### src/rtl/walk_pkg.sv
package walk_pkg;

  typedef enum logic [1:0] {
    ACC_READ  = 2'd0,
    ACC_WRITE = 2'd1,
    ACC_FETCH = 2'd2
  } accKindT;

  typedef enum logic [1:0] {
    FLT_NONE   = 2'd0,
    FLT_ABSENT = 2'd1,
    FLT_RDONLY = 2'd2,
    FLT_PRIV   = 2'd3
  } fltClassT;

  localparam int PRES_BIT  = 0;
  localparam int WR_BIT    = 1;
  localparam int USR_BIT   = 2;
  localparam int ACC_BIT   = 5;
  localparam int DIRTY_BIT = 6;

  typedef struct packed {
    logic capReq;
    logic capDir;
    logic capTbl;
    logic useTbl;
    logic finOk;
    logic finAbsent;
    logic finPerm;
  } strobeT;

endpackage

### src/rtl/walk_dp.sv
module walk_dp
  import walk_pkg::*;
#(
  parameter int IDX_W = 10
) (
  input  logic                      clk,
  input  logic                      rstN,
  input  strobeT                    stb,
  input  logic [3*IDX_W+1:0]        reqAddr,
  input  logic [1:0]                reqKind,
  input  logic                      reqUser,
  input  logic [2*IDX_W-1:0]        dirBase,
  input  logic [3*IDX_W+1:0]        memRdata,
  output logic [3*IDX_W+1:0]        memAddr,
  output logic [3*IDX_W+1:0]        memWdata,
  output logic                      rdPresent,
  output logic                      dirNeedWr,
  output logic                      tblNeedWr,
  output logic                      permBad,
  output logic                      rspFault,
  output logic [3*IDX_W+1:0]        rspPhys,
  output logic [3:0]                rspCause
);

  localparam int OFFS_W  = IDX_W + 2;
  localparam int ADDR_W  = 3 * IDX_W + 2;
  localparam int FRAME_W = ADDR_W - OFFS_W;

  logic [ADDR_W-1:0]  linQ;
  accKindT            kindQ;
  logic               userQ;
  logic [FRAME_W-1:0] baseQ;
  logic [ADDR_W-1:0]  dirQ;
  logic [ADDR_W-1:0]  tblQ;

  logic               isWrite;
  logic               userDeny;
  logic               wrDeny;
  fltClassT           permClass;
  logic [ADDR_W-1:0]  dirNew;
  logic [ADDR_W-1:0]  tblNew;
  logic [ADDR_W-1:0]  setMaskDir;
  logic [ADDR_W-1:0]  setMaskTbl;

  always_ff @(posedge clk or negedge rstN) begin
    if (!rstN) begin
      linQ  <= '0;
      kindQ <= ACC_READ;
      userQ <= 1'b0;
      baseQ <= '0;
    end else if (stb.capReq) begin
      linQ  <= reqAddr;
      kindQ <= accKindT'(reqKind);
      userQ <= reqUser;
      baseQ <= dirBase;
    end
  end

  always_ff @(posedge clk or negedge rstN) begin
    if (!rstN) begin
      dirQ <= '0;
      tblQ <= '0;
    end else begin
      if (stb.capDir) dirQ <= memRdata;
      if (stb.capTbl) tblQ <= memRdata;
    end
  end

  assign isWrite = (kindQ == ACC_WRITE);

  always_comb begin
    setMaskDir = '0;
    setMaskDir[ACC_BIT] = 1'b1;
    setMaskTbl = setMaskDir;
    setMaskTbl[DIRTY_BIT] = isWrite;
  end

  assign dirNew    = dirQ | setMaskDir;
  assign tblNew    = tblQ | setMaskTbl;
  assign dirNeedWr = (dirNew != dirQ);
  assign tblNeedWr = (tblNew != tblQ);

  assign userDeny  = userQ && !(dirQ[USR_BIT] && tblQ[USR_BIT]);
  assign wrDeny    = isWrite && !(dirQ[WR_BIT] && tblQ[WR_BIT]);
  assign permBad   = userDeny || wrDeny;
  assign permClass = userDeny ? FLT_PRIV : FLT_RDONLY;

  assign rdPresent = memRdata[PRES_BIT];

  always_comb begin
    if (stb.useTbl) begin
      memAddr  = {dirQ[ADDR_W-1 -: FRAME_W], linQ[OFFS_W +: IDX_W], 2'b00};
      memWdata = tblNew;
    end else begin
      memAddr  = {baseQ, linQ[ADDR_W-1 -: IDX_W], 2'b00};
      memWdata = dirNew;
    end
  end

  always_ff @(posedge clk or negedge rstN) begin
    if (!rstN) begin
      rspFault <= 1'b0;
      rspPhys  <= '0;
      rspCause <= '0;
    end else if (stb.finOk) begin
      rspFault <= 1'b0;
      rspPhys  <= {tblQ[ADDR_W-1 -: FRAME_W], linQ[OFFS_W-1:0]};
      rspCause <= '0;
    end else if (stb.finAbsent) begin
      rspFault <= 1'b1;
      rspPhys  <= '0;
      rspCause <= {FLT_ABSENT, kindQ};
    end else if (stb.finPerm) begin
      rspFault <= 1'b1;
      rspPhys  <= '0;
      rspCause <= {permClass, kindQ};
    end
  end

endmodule

### src/rtl/walk_ctrl.sv
module walk_ctrl
  import walk_pkg::*;
(
  input  logic   clk,
  input  logic   rstN,
  input  logic   reqValid,
  input  logic   memDone,
  input  logic   rdPresent,
  input  logic   dirNeedWr,
  input  logic   tblNeedWr,
  input  logic   permBad,
  output logic   reqReady,
  output logic   rspValid,
  output logic   memValid,
  output logic   memWe,
  output strobeT stb
);

  typedef enum logic [2:0] {
    S_IDLE, S_DIR_RD, S_TBL_RD, S_CHECK, S_DIR_WR, S_TBL_WR, S_DONE
  } stateT;

  stateT state;
  stateT nextState;

  always_ff @(posedge clk or negedge rstN) begin
    if (!rstN) state <= S_IDLE;
    else       state <= nextState;
  end

  always_comb begin
    nextState = state;
    stb       = '0;
    reqReady  = 1'b0;
    rspValid  = 1'b0;
    memValid  = 1'b0;
    memWe     = 1'b0;
    unique case (state)
      S_IDLE: begin
        reqReady = 1'b1;
        if (reqValid) begin
          stb.capReq = 1'b1;
          nextState  = S_DIR_RD;
        end
      end
      S_DIR_RD: begin
        memValid = 1'b1;
        if (memDone) begin
          stb.capDir = 1'b1;
          if (rdPresent) begin
            nextState = S_TBL_RD;
          end else begin
            stb.finAbsent = 1'b1;
            nextState     = S_DONE;
          end
        end
      end
      S_TBL_RD: begin
        memValid   = 1'b1;
        stb.useTbl = 1'b1;
        if (memDone) begin
          stb.capTbl = 1'b1;
          if (rdPresent) begin
            nextState = S_CHECK;
          end else begin
            stb.finAbsent = 1'b1;
            nextState     = S_DONE;
          end
        end
      end
      S_CHECK: begin
        if (permBad) begin
          stb.finPerm = 1'b1;
          nextState   = S_DONE;
        end else if (dirNeedWr) begin
          nextState = S_DIR_WR;
        end else if (tblNeedWr) begin
          nextState = S_TBL_WR;
        end else begin
          stb.finOk = 1'b1;
          nextState = S_DONE;
        end
      end
      S_DIR_WR: begin
        memValid = 1'b1;
        memWe    = 1'b1;
        if (memDone) begin
          if (tblNeedWr) begin
            nextState = S_TBL_WR;
          end else begin
            stb.finOk = 1'b1;
            nextState = S_DONE;
          end
        end
      end
      S_TBL_WR: begin
        memValid   = 1'b1;
        memWe      = 1'b1;
        stb.useTbl = 1'b1;
        if (memDone) begin
          stb.finOk = 1'b1;
          nextState = S_DONE;
        end
      end
      S_DONE: begin
        rspValid  = 1'b1;
        nextState = S_IDLE;
      end
      default: nextState = S_IDLE;
    endcase
  end

endmodule

### src/rtl/addr_walk_top.sv
module addr_walk_top
  import walk_pkg::*;
#(
  parameter int IDX_W = 10
) (
  input  logic                   clk,
  input  logic                   rstN,
  input  logic                   reqValid,
  output logic                   reqReady,
  input  logic [3*IDX_W+1:0]     reqAddr,
  input  logic [1:0]             reqKind,
  input  logic                   reqUser,
  input  logic [2*IDX_W-1:0]     dirBase,
  output logic                   rspValid,
  output logic                   rspFault,
  output logic [3*IDX_W+1:0]     rspPhys,
  output logic [3:0]             rspCause,
  output logic                   memValid,
  output logic                   memWe,
  output logic [3*IDX_W+1:0]     memAddr,
  output logic [3*IDX_W+1:0]     memWdata,
  input  logic                   memDone,
  input  logic [3*IDX_W+1:0]     memRdata
);

  strobeT stb;
  logic   rdPresent;
  logic   dirNeedWr;
  logic   tblNeedWr;
  logic   permBad;

  walk_ctrl ctrlInst (
    .clk       (clk),
    .rstN      (rstN),
    .reqValid  (reqValid),
    .memDone   (memDone),
    .rdPresent (rdPresent),
    .dirNeedWr (dirNeedWr),
    .tblNeedWr (tblNeedWr),
    .permBad   (permBad),
    .reqReady  (reqReady),
    .rspValid  (rspValid),
    .memValid  (memValid),
    .memWe     (memWe),
    .stb       (stb)
  );

  walk_dp #(.IDX_W(IDX_W)) dpInst (
    .clk       (clk),
    .rstN      (rstN),
    .stb       (stb),
    .reqAddr   (reqAddr),
    .reqKind   (reqKind),
    .reqUser   (reqUser),
    .dirBase   (dirBase),
    .memRdata  (memRdata),
    .memAddr   (memAddr),
    .memWdata  (memWdata),
    .rdPresent (rdPresent),
    .dirNeedWr (dirNeedWr),
    .tblNeedWr (tblNeedWr),
    .permBad   (permBad),
    .rspFault  (rspFault),
    .rspPhys   (rspPhys),
    .rspCause  (rspCause)
  );

endmodule

### config.mk
export PLATFORM = sky130hd
export DESIGN_NAME = addr_walk_top
export DESIGN_NICKNAME = d
export VERILOG_FILES = /design/src/rtl/walk_pkg.sv /design/src/rtl/walk_dp.sv /design/src/rtl/walk_ctrl.sv /design/src/rtl/addr_walk_top.sv
export SDC_FILE = /design/constraint.sdc
export NUM_CORES = 1
export LEC_CHECK = 0
export BUFFER_PORTS_ARGS = -buffer_cell sky130_fd_sc_hd__buf_2
export CELL_PAD_IN_SITES_DETAIL_PLACEMENT = 1
export CELL_PAD_IN_SITES_GLOBAL_PLACEMENT = 1
export CORE_UTILIZATION = 45
export CTS_CLUSTER_DIAMETER = 60
export CTS_CLUSTER_SIZE = 16
export DETAILED_ROUTE_END_ITERATION = 10
export PLACE_DENSITY = 0.86
export SYNTH_ARGS = -nofsm -noshare
export SYNTH_HDL_FRONTEND = slang
export SYNTH_HIERARCHICAL = 1
export SYNTH_SLANG_ARGS = --single-unit
### constraint.sdc
create_clock -name clk -period 3.4 [get_ports clk]
set_input_delay 0.51 -clock clk [delete_from_list [all_inputs] [get_ports clk]]
set_output_delay 0.51 -clock clk [all_outputs]
set_load 0.005 [all_outputs]
Word level (Yosys, flattened, before mapping)
Cells that the tools add are included.
Widths: inputs -> output; s select.

storage, ports and cells
  register bits = 159
  latch bits = 0
  memory bits (writable) = 0
  memory bits (read-only) = 0
  bits of input ports = 91
  word-level logic and storage cells = 81
  memories kept = 0

operators by class
  $add $sub $neg = 0
  multiply operators = 0
  div/mod/pow operators = 0
  magnitude comparators = 0
  equal/unequal tests = 13
  shift operators = 0
  muxes and demuxes = 43
  bitwise logic cells = 1
  reduce and logical (&&, ||, !) cells = 14

operators by type and width
  cell                number
  $mux 32             5
  $ne 32x32->1        1
  $or 32x7->32        1
  $mux 3              9
  $mux 1              23
  $pmux 3 s6          1
  $mux 4              3
  $ne 2x2->1 const B  5
  $eq 3x3->1 const B  3
  $eq 3x2->1 const B  2
  $reduce_or 2->1     3
  $reduce_and 5->1    1
  $logic_and 1x1->1   4
  $reduce_or 4->1     1
  $eq 3x1->1 const B  1
  $logic_not 3->1     1
  $pmux 1 s3          1
  $reduce_bool 3->1   1
  $eq 2x1->1 const B  1
  $logic_not 1->1     2
  $mux 2              1
  $logic_or 1x1->1    1

Logic depth before layout (Yosys ltp)
Gate-level depths: netlist (run 1).

  depth after elaboration = 9
  mapped depth = 8
  gate-level depth less buffers = 7

By module
Netlist (run 1), hierarchy kept.

modules (own cells, without submodules)
  module     times used  cells each  area an instance (um^2)  sequential area each (um^2)
  walk_dp    1           424         6540.0                   3903.7
  walk_ctrl  1           48          344.1                    75.1

Worst setup path before layout (run 1)
No wires, ideal clock.

  path kind = flip-flop to flip-flop
  from = reg dpInst.kindQ[1]
  to = reg dpInst.rspCause[0]
  setup time = 125 ps
  arrival time = 1819 ps
  slack = 1456 ps
  stages on the path, launching flop included = 8
  buffers on the path = 0
  clock period less this slack = 1944 ps
  path through = dfrtp_1 > nand2b_1 > o21ai_0 > nor3b_2 > a21oi_1 > o21ai_1 > nor3_4 > mux2_2

RTL lines
  item                    RTL line        text
  start, declared         walk_dp.sv:30   accKindT kindQ;
  start signal, assigned  walk_dp.sv:53   kindQ <= accKindT'(reqKind);
  end signal, assigned    walk_dp.sv:112  rspCause <= {FLT_ABSENT, kindQ};
  end signal, assigned    walk_dp.sv:116  rspCause <= {permClass, kindQ};
  end, declared           walk_dp.sv:22   output logic [3:0] rspCause

==> results of run 1 <==
[stage by stage]
stage                     area [sq um]  power (mW)   util
final                             8590        9.24  0.582
after global placement            7990        7.06  0.542
after floorplan                   6890        5.78      -
after detailed placement          7990        7.33  0.542
after global routing              8590        9.80  0.582
after CTS                         8590        9.37  0.582
[placed cells by master, fill, tap and decap left out, types with 2 or more instances in the layout]
master / n
bufinv_16: 2
dfrtp_1: 159
buf_4: 7
buf_2: 191
clkbuf_16: 17
clkinvlp_4: 2
nor3b_2: 2
nor2_1: 6
inv_1: 6
a22o_1: 32
o21ai_4: 2
nor2b_1: 4
nand2b_1: 6
mux2_2: 179
nand2_1: 6
conb_1: 3
a21oi_1: 5
buf_12: 2
inv_6: 6
o21ai_0: 4
nor3_1: 4
[cell families after synthesis]
kind of cell / after synthesis / synth area share
other: 2 / 0.00109
DFF: 159 / 0.578
muxes: 179 / 0.293
AOI/OAI and AO/OA: 52 / 0.0594
buffers and inverters: 41 / 0.0347
xor gates and xnor gates: 1 / 0.00127
and+or+nand+nor: 38 / 0.0327
[synth_stat cells, drive strengths merged]
cell type	count	area, sq um
nand2b	6	37.5
and3	2	12.5
nor3b	3	27.5
nor2	7	28.8
mux2	179	2020
o31ai	1	7.51
o211ai	1	7.51
o32ai	1	8.76
a311oi	1	8.76
and4	1	8.76
conb	2	7.51
a21bo	1	10.0
o21ai	7	38.8
a22oi	1	7.51
xnor2	1	8.76
nor2b	4	25.0
a31oi	1	6.26
a221oi	1	8.76
and2	2	12.5
inv	6	22.5
a21oi	5	25.0
nor3	5	36.3
or3b	1	8.76
buf	35	216
dfrtp	159	3980
nand2	6	22.5
nand3	1	5.00
a22o	32	280
[worst min-delay path by stage]
stage / from / end / slack [ns]
after floorplan: rstN / ctrlInst/state[0]$_DFFE_PN0P_ / 0.21
after global placement: dpInst/rspPhys[4]$_DFFE_PN0P_ / dpInst/rspPhys[4]$_DFFE_PN0P_ / 0.47
after global routing: rstN / dpInst/rspPhys[11]$_DFFE_PN0P_ / 0.19
final: rstN / dpInst/rspPhys[11]$_DFFE_PN0P_ / 0.13
after detailed placement: dpInst/rspPhys[4]$_DFFE_PN0P_ / dpInst/rspPhys[4]$_DFFE_PN0P_ / 0.48
after CTS: rstN / dpInst/rspPhys[6]$_DFFE_PN0P_ / 0.15
[critical path, delay by kind of cell, from the launching register on]
family	cells	cell delay, ns
compound gates	1	0.09
simple gates	2	0.45
buf+inv	2	0.60
flops	1	0.58
mux	1	0.42
[routing by layer]
| metal | vias up | global-route usage | wire length [um] |
|---|---|---|---|
| met2 | 157 | 0.418 | 9450 |
| li1 | 2062 | - | - |
| met1 | 2410 | 0.287 | 7090 |
| met5 | - | 0 | 0 |
| met3 | 31 | 0.0586 | 982 |
| met4 | 0 | 0.105 | 410 |
[sequential cells by signal, indices dropped and copies added (netlist names)]
name             flops
ctrlInst/state       3
dpInst/baseQ        20
dpInst/dirQ         32
dpInst/kindQ         2
dpInst/linQ         32
dpInst/rspCause      4
dpInst/rspFault      1
dpInst/rspPhys      32
dpInst/tblQ         32
dpInst/userQ         1
[layout make-up]
type	instances	area, sq um
multi-input cells	273	2700
repair buffers	201	1060
fillers	1507	6170
clock inverters	13	153
flip-flops and latches	159	3980
inverters	6	22.5
well taps	184	230
clock buffers	19	443
[power by group through the flow]
| stage | registers, mW | logic, mW | clock network [mW] |
|---|---|---|---|
| floorplan | 3.27 | 2.51 | 0 |
| global placement | 3.42 | 3.63 | 0 |
| detailed placement | 3.52 | 3.82 | 0 |
| CTS | 3.52 | 3.87 | 1.98 |
| global route | 3.64 | 4.11 | 2.04 |
| finish | 3.50 | 3.80 | 1.93 |
==> impl_metrics.ini, run 1 <==
[power]
power_density_nw_per_um2 = 1080
p_sw_frac = 0.337
ir_drop_mv = 0.488
comb_power_share = 0.412
sequentialPowerShare = 0.379
p_int_mw = 6.12
p_sw_mw = 3.12
p_leak_nw = 4.06
pwr-share-clk = 0.209

[critical_path]
r2r_end = dpInst/rspCause[1]$_DFFE_PN0P_
critPathKind = reg -> out
slowest_stage = dfrtp_1
cp_slowest_stage_delay_ns = 0.58
critPathCaptureType = output pin
cp.required_ns = 2.89
ff2ff_setup_slack_ns = 0.88
endpoint = memAddr[12]
startpoint = ctrlInst/state[0]$_DFFE_PN0P_
worst_ep_arrival_time_ns = 2.60
crit_path_max_fanout = 42
ff2ff_path_depth = 8
r2r_start = dpInst/kindQ[1]$_DFFE_PN0P_
startpoint_type = flip-flop
crit_chain = nor2b_1 -> nand2_1 -> o21ai_4 -> buf_4 -> mux2_2 -> buf_2

[grt]
grt_pass1_vias = 5201
grt.total_usage = 0.242
grt-ovfl-total = 0
grt_max_degree = 86
grt_pass1_wl_mm = 29.0
antenna_found_initial = 0

[floorplanning]
num_rows = 44
ios = 196
start_util = 0.467
die_y_um = 126
die-area_sq_um = 15800
coreArea_sq_um = 14800
die_w_um = 126

[clock_tree]
cts.htree.levels = 4
tritoncts = done
path_clk_slew_ns = 0.07
clk_path_buf_depth = 2
cts_buffers = 17
cts_resized = 0
clk-insertion-delay-late_ns = 0.43
numClockSinks = 159
root_buffer = clkbuf_16
post-cts-setup-buffer-count = 0
hold_buffers = 0

[timing]
max_clock_freq_mhz = 321
fin_skew_ns = 0.0105
setup_viol = 0
slew_headroom = 0.402
finalCritPeriodShare = 0.915
timing.final.ws_setup_ns = 0.289
setup-tns-final_ns = 0
rsz0062_at_grt = no
worst_pin_slew_ns = 0.897
slew_viol_final = 0
fin_worst_hold_slack_ns = 0.131
period_minus_slack_ns = 3.11
final_hold_viol_count = 0

[yosys]
synth_seq_cells = 159
syn_area_sq_um = 6880
syn_area_per_cell_sq_um = 14.6
syn_inst = 472
yosys_warnings = 6
ys_types = 35
synth.yosys.seq_area_share = 0.578

[detailed_routing]
final_antenna_net_count = 0
totalWireLength_mm = 17.9
drt_pass1_iterations = 8
drc = 14
vias = 4660
drt_iter0_drc = 221
viasPerCell = 5.45
wl_per_cell_um = 21.0

[placement]
placed_cells = 823
post-place-ws_ns = 0.816
place.gp.congestion = 0.799
io_buffers = 192
hpwlAfterDp_mm = 12.1

[min_path]
hold_path_class = in -> async

[layout]
synthToLayoutAreaGrowth_pct = 24.7
layout-drive-gt1-share = 0.627
antenna_cells = 0
final_cell_count_no_fill = 855
fin_nets = 749

[status]
violations = design-rule violations
outcome = finished with violations

[run]
maxCapViolCount = 0
(Power assumes the default switching activity.)
==> inputs of run 2 (changes only) <==
==> constraint.sdc (replaced) <==
create_clock -name clk -period 3.4 [get_ports clk]
set_input_delay 0.17 -clock clk [delete_from_list [all_inputs] [get_ports clk]]
set_output_delay 0.17 -clock clk [all_outputs]
set_load 0.005 [all_outputs]
==> run 2 against run 1 <==
The run still ends with design-rule violations left. Hold slack lost 0.12 ns. Non-clock buffer count up 83. Utilization rose by 6.0 points. Count of clock-buffer cells in the layout rose by 5. Global-route usage grew 2.6 points. Register-to-register slack barely moved. Sequential cell count unchanged. Critical path depth is 1 lower. Clock skew increased by 0.0024 ns. Combinational power up 5%. Sequential power barely moved. Setup slack gained 0.32 ns. Critical path type unchanged. Highest routed layer unchanged.
==> impl_metrics.ini, run 2 (synthesis results as in run 1) <==
[critical_path]
startpoint_type = flip-flop
slowest_stage = dfrtp_1
crit_path_max_fanout = 44
worst_ep_arrival_time_ns = 2.62
cp.required_ns = 3.23
cp_slowest_stage_delay_ns = 0.61
critPathKind = reg -> out
critPathCaptureType = output pin
crit_chain = nand2b_1 -> o21ai_4 -> buf_4 -> mux2_2 -> buf_2

[timing]
slew_viol_final = 0
period_minus_slack_ns = 2.79
slew_headroom = 0.369
fin_skew_ns = 0.0129
worst_pin_slew_ns = 0.946
max_clock_freq_mhz = 358
rsz0062_at_grt = no
finalCritPeriodShare = 0.822
setup_viol = 0
setup-tns-final_ns = 0
final_hold_viol_count = 0

[layout]
final_core_util = 0.642
antenna_cells = 0
layout-drive-gt1-share = 0.556
mostFrequentLayoutCells = 191 x buf_2, 179 x mux2_2, 159 x dfrtp_1
fin_nets = 832
final_common_cell = buf_2
synthToLayoutAreaGrowth_pct = 37.5

[grt]
grt_max_degree = 90
grtUsageMet3 = 0.0624
gr-usage-met1 = 0.298
grt.total_usage = 0.268
grt_pass1_wl_mm = 31.9
grt_pass1_vias = 5742
met2_usage = 0.478
grt-ovfl-total = 0
busiest_layer = met2
antenna_found_initial = 0

[detailed_routing]
totalWireLength_mm = 20.0
drt_iter0_drc = 246
final_antenna_net_count = 0
viasPerCell = 5.36
drc = 14
vias = 5023
drt_pass1_iterations = 7
wl_per_cell_um = 21.4

[power]
ir_drop_mv = 0.460
sequentialPowerShare = 0.370
p_leak_nw = 4.42
p_int_mw = 6.34
p_total_mw = 9.53
p_sw_frac = 0.335
pwr-share-clk = 0.211
power_density_nw_per_um2 = 1010
comb_power_share = 0.418
p_sw_mw = 3.19

[floorplanning]
die-area_sq_um = 15800
num_rows = 44
start_util = 0.467
die_w_um = 126
coreArea_sq_um = 14800
ios = 196
die_y_um = 126

[status]
violations = design-rule violations
outcome = finished with violations

[placement]
place.gp.congestion = 0.820
hpwlAfterDp_mm = 12.0
io_buffers = 192

[clock_tree]
numClockSinks = 159
cts_resized = 0
cts.htree.levels = 4
clk-insertion-delay-late_ns = 0.42
cts_buffers = 17
tritoncts = done
root_buffer = clkbuf_16
hold_buffers = 83
path_clk_slew_ns = 0.06
clk_path_buf_depth = 2
post-cts-setup-buffer-count = 0

[min_path]
hold_path_class = in -> reg

[run]
maxCapViolCount = 0
## run 2: changes by cell type in the layout (fill, tap and decap cells not counted)
cell	delta
clkinv_4	+1
buf_4	-2
inv_6	-6
dlygate4sd3_1	+84
bufinv_16	+1
buf_12	+1
inv_8	-1
clkbuf_1	+1
clkbuf_8	+4
## run 2: worst paths after layout
| kind | startpoint | to | slack [ns] | depth (start not counted) |
|---|---|---|---|---|
| min reg2reg | dpInst/rspPhys[20]$_DFFE_PN0P_ | dpInst/rspPhys[20]$_DFFE_PN0P_ | 0.50 | 1 |
| max reg2reg | dpInst/kindQ[1]$_DFFE_PN0P_ | dpInst/rspCause[0]$_DFFE_PN0P_ | 0.87 | 7 |
| min in group asynchronous | rstN | dpInst/dirQ[17]$_DFFE_PN0P_ | 0.35 | 2 |
| max | ctrlInst/state[1]$_DFFE_PN0P_ | memWdata[16] | 0.61 | 5 |
| min | memRdata[29] | dpInst/tblQ[29]$_DFFE_PN0P_ | 0.01 | 2 |
| max in group asynchronous | rstN | dpInst/rspPhys[7]$_DFFE_PN0P_ | 2.11 | 3 |
## run 2: worst max-delay path, delay by kind of cell, from the launching register on
family	cells	cell delay, ns
buf+inv	2	0.65
mux	1	0.43
compound gates	1	0.20
flops	1	0.61
simple gates	1	0.28
## run 2: layout make-up
cell class | instances | area (sq um)
Fill cell | 1437 | 5290
Clock inverter | 8 | 128
Clock buffer | 24 | 502
Timing Repair Buffer | 284 | 1910
Inverter | 6 | 22.5
Tap cell | 184 | 230
Multi-Input combinational cell | 273 | 2700
Sequential cell | 159 | 3980
## run 2: power groups by stage
stage,registers [mW],clock network [mW],logic [mW]
after floorplan,3.27,0,2.51
after global placement,3.41,0,3.65
after detailed placement,3.52,0,3.83
after CTS,3.51,2.05,3.95
after global routing,3.66,2.12,4.29
final,3.53,2.01,3.99
## run 2: routing by layer
layer / vias up / part of all wire
met3: 55 / 0.046
met1: 2552 / 0.38
met2: 176 / 0.53
met5: - / 0
met4: 0 / 0.039
li1: 2240 / -
## run 2: metrics by stage
| stage | area [sq um] | setup WS (ns) | hold WS [ns] | instances |
|---|---|---|---|---|
| 2_1_floorplan | 6890 | 1.46 | -0.126 | 473 |
| 3_3_place_gp | 8000 | 1.03 | 0.283 | 822 |
| 6_report | 9470 | 0.606 | 0.0134 | 938 |
| 4_1_cts | 9460 | 0.600 | 0.00209 | 937 |
| 3_5_place_dp | 8000 | 0.863 | 0.299 | 822 |
| 5_1_grt | 9470 | 0.441 | 0.00362 | 938 |
==> inputs of run 3 (changes only) <==
--- a/config.mk
+++ b/config.mk
@@ -8,11 +8,11 @@
 export BUFFER_PORTS_ARGS = -buffer_cell sky130_fd_sc_hd__buf_2
 export CELL_PAD_IN_SITES_DETAIL_PLACEMENT = 1
 export CELL_PAD_IN_SITES_GLOBAL_PLACEMENT = 1
-export CORE_UTILIZATION = 45
+export CORE_UTILIZATION = 38
 export CTS_CLUSTER_DIAMETER = 60
 export CTS_CLUSTER_SIZE = 16
 export DETAILED_ROUTE_END_ITERATION = 10
-export PLACE_DENSITY = 0.86
+export PLACE_DENSITY = 0.77
 export SYNTH_ARGS = -nofsm -noshare
 export SYNTH_HDL_FRONTEND = slang
 export SYNTH_HIERARCHICAL = 1
==> constraint.sdc (replaced) <==
create_clock -name clk -period 2.4 [get_ports clk]
set_input_delay 0.12 -clock clk [delete_from_list [all_inputs] [get_ports clk]]
set_output_delay 0.12 -clock clk [all_outputs]
set_load 0.005 [all_outputs]
==> run 3 against run 2 <==
The run now ends clean. Wire length increased by 0.54%. Combinational power grew 47%. Register-to-register slack got worse by 0.65 ns. Die area rose by 18%. Sequential cell count did not move. Utilization is 8.9 points lower. Critical endpoint is now memAddr[15]. Count of clock-buffer cells in the layout fell by 7. Clock skew decreased by 0.0011 ns. Hold slack improved by 0.011 ns. Total power up 42%. Critical path type unchanged. Clock power increased by 37%.
==> impl_metrics.ini, run 3 (synthesis results as in run 1) <==
[status]
outcome = complete, no violations

[critical_path]
crit_path_max_fanout = 14
r2r_end = dpInst/rspPhys[5]$_DFFE_PN0P_
ff2ff_path_depth = 8
startpoint_type = flip-flop
worst_ep_arrival_time_ns = 2.23
critPathCaptureType = output pin
ff2ff_setup_slack_ns = 0.22
cp.required_ns = 2.28
critPathKind = reg -> out
r2r_start = dpInst/kindQ[1]$_DFFE_PN0P_

[grt]
grt_pass1_wl_mm = 31.9
antenna_found_initial = 0
grt-ovfl-total = 0
grt_pass1_vias = 5813
met2_usage = 0.417
gr-usage-met1 = 0.257
grt.total_usage = 0.228
grtUsageMet3 = 0.0570
grt_max_degree = 68
busiest_layer = met2

[floorplanning]
die_y_um = 137
die_w_um = 137
coreArea_sq_um = 17500
ios = 196
num_rows = 48
die-area_sq_um = 18700
start_util = 0.394

[clock_tree]
cts_buffers = 17
clk-insertion-delay-late_ns = 0.42
root_buffer = clkbuf_16
numClockSinks = 159
path_clk_slew_ns = 0.06
tritoncts = done
cts.htree.levels = 4
clk_path_buf_depth = 2

[timing]
finalCritPeriodShare = 0.978
max_clock_freq_mhz = 426
setup-tns-final_ns = 0
worst_pin_slew_ns = 0.650
slew_viol_final = 0
slew_headroom = 0.567
final_hold_viol_count = 0
fin_skew_ns = 0.0118
period_minus_slack_ns = 2.35
rsz0062_at_grt = yes
timing.final.ws_setup_ns = 0.0525
setup_viol = 0

[placement]
post-place-ws_ns = 0.252
dpl_cell_area_sq_um = 8120
place.gp.congestion = 0.806
hpwlAfterDp_mm = 12.7
io_buffers = 192

[detailed_routing]
vias = 5005
wl_per_cell_um = 20.3
drt_iter0_drc = 140
final_antenna_net_count = 0
totalWireLength_mm = 20.2
drt_pass1_iterations = 4
viasPerCell = 5.04
drc = 0

[run]
maxCapViolCount = 0

[layout]
final_core_util = 0.553
mostFrequentLayoutCells = 191 x buf_2, 179 x mux2_2, 158 x dfrtp_1
layout-drive-gt1-share = 0.566
synthToLayoutAreaGrowth_pct = 40.3
final_common_cell = buf_2
fin_area_sq_um = 9660
antenna_cells = 0
fin_nets = 847

[min_path]
hold_depth = 2
holdPathEnd = ctrlInst/state[1]$_DFFE_PN0P_
hold_path_class = in -> reg
hold_start = memDone

[power]
ir_drop_mv = 0.700
sequentialPowerShare = 0.362
power_density_nw_per_um2 = 1400
p_sw_frac = 0.339
p_int_mw = 8.95
p_sw_mw = 4.59
comb_power_share = 0.435
p_total_mw = 13.5
pwr-share-clk = 0.203
p_leak_nw = 4.50
==> run 3: final cells by class <==
class	instances	area, sq um
repair buffers	299	2070
flip-flops and latches	159	3980
inverters	6	22.5
clock inverters	15	173
well taps	225	282
multi-input cells	273	2710
clock buffers	17	425
fillers	1775	7820
==> run 3: per-stage QoR <==
stage	hold WS, ns	instances
2_1_floorplan	-0.176	473
3_3_place_gp	0.150	871
3_5_place_dp	0.162	871
4_1_cts	0.0169	994
5_1_grt	0.0173	994
6_report	0.0246	994
==> run 3: worst max-delay path by stage <==
stage / start / end / slack, ns / depth (start not counted)
floorplan: dpInst/kindQ[1]$_DFFE_PN0P_ / dpInst/rspCause[0]$_DFFE_PN0P_ / 0.46 / 7
global placement: dpInst/kindQ[1]$_DFFE_PN0P_ / dpInst/rspFault$_DFFE_PN0P_ / 0.36 / 8
detailed placement: dpInst/kindQ[1]$_DFFE_PN0P_ / dpInst/rspPhys[0]$_DFFE_PN0P_ / 0.25 / 8
CTS: ctrlInst/state[1]$_DFFE_PN0P_ / memWdata[22] / 0.0006 / 7
global route: ctrlInst/state[0]$_DFFE_PN0P_ / memWdata[19] / -0.03 / 7
finish: ctrlInst/state[0]$_DFFE_PN0P_ / memAddr[15] / 0.05 / 6
==> run 3: repair_timing <==
| item | CTS | global route |
|---|---|---|
| cloned | 1 | 0 |
| resized for setup | 3 | 1 |
| pin swaps | 1 | 1 |
| buffers inserted | 2 | 0 |
| endpoints found under the setup margin | 60 | 55 |
| hold endpoints to repair | 182 | 0 |
| hold buffers | 88 | 0 |
==> run 3: per-layer routing <==
metal | share of wire | vias up
li1 | - | 2266
met1 | 0.39 | 2582
met2 | 0.54 | 129
met3 | 0.043 | 28
met4 | 0.022 | 0
met5 | 0 | -
==> run 3: critical path, cell delays in order, from the launching register on <==
cell and delay [ns]:
dfrtp_1 0.38, buf_4 0.17, nand2b_4 0.18, o21ai_4 0.25, bufbuf_16 0.34, mux2_2 0.35, buf_2 0.14
==> run 3: power groups by stage <==
| stage | Sequential (mW) | Combinational [mW] | Clock (mW) |
|---|---|---|---|
| after floorplan | 4.63 | 3.56 | 0 |
| final | 4.91 | 5.88 | 2.75 |
| after CTS | 4.90 | 5.86 | 2.81 |
| after detailed placement | 4.93 | 5.55 | 0 |
| after global routing | 5.09 | 6.36 | 2.94 |
| after global placement | 4.80 | 5.35 | 0 |
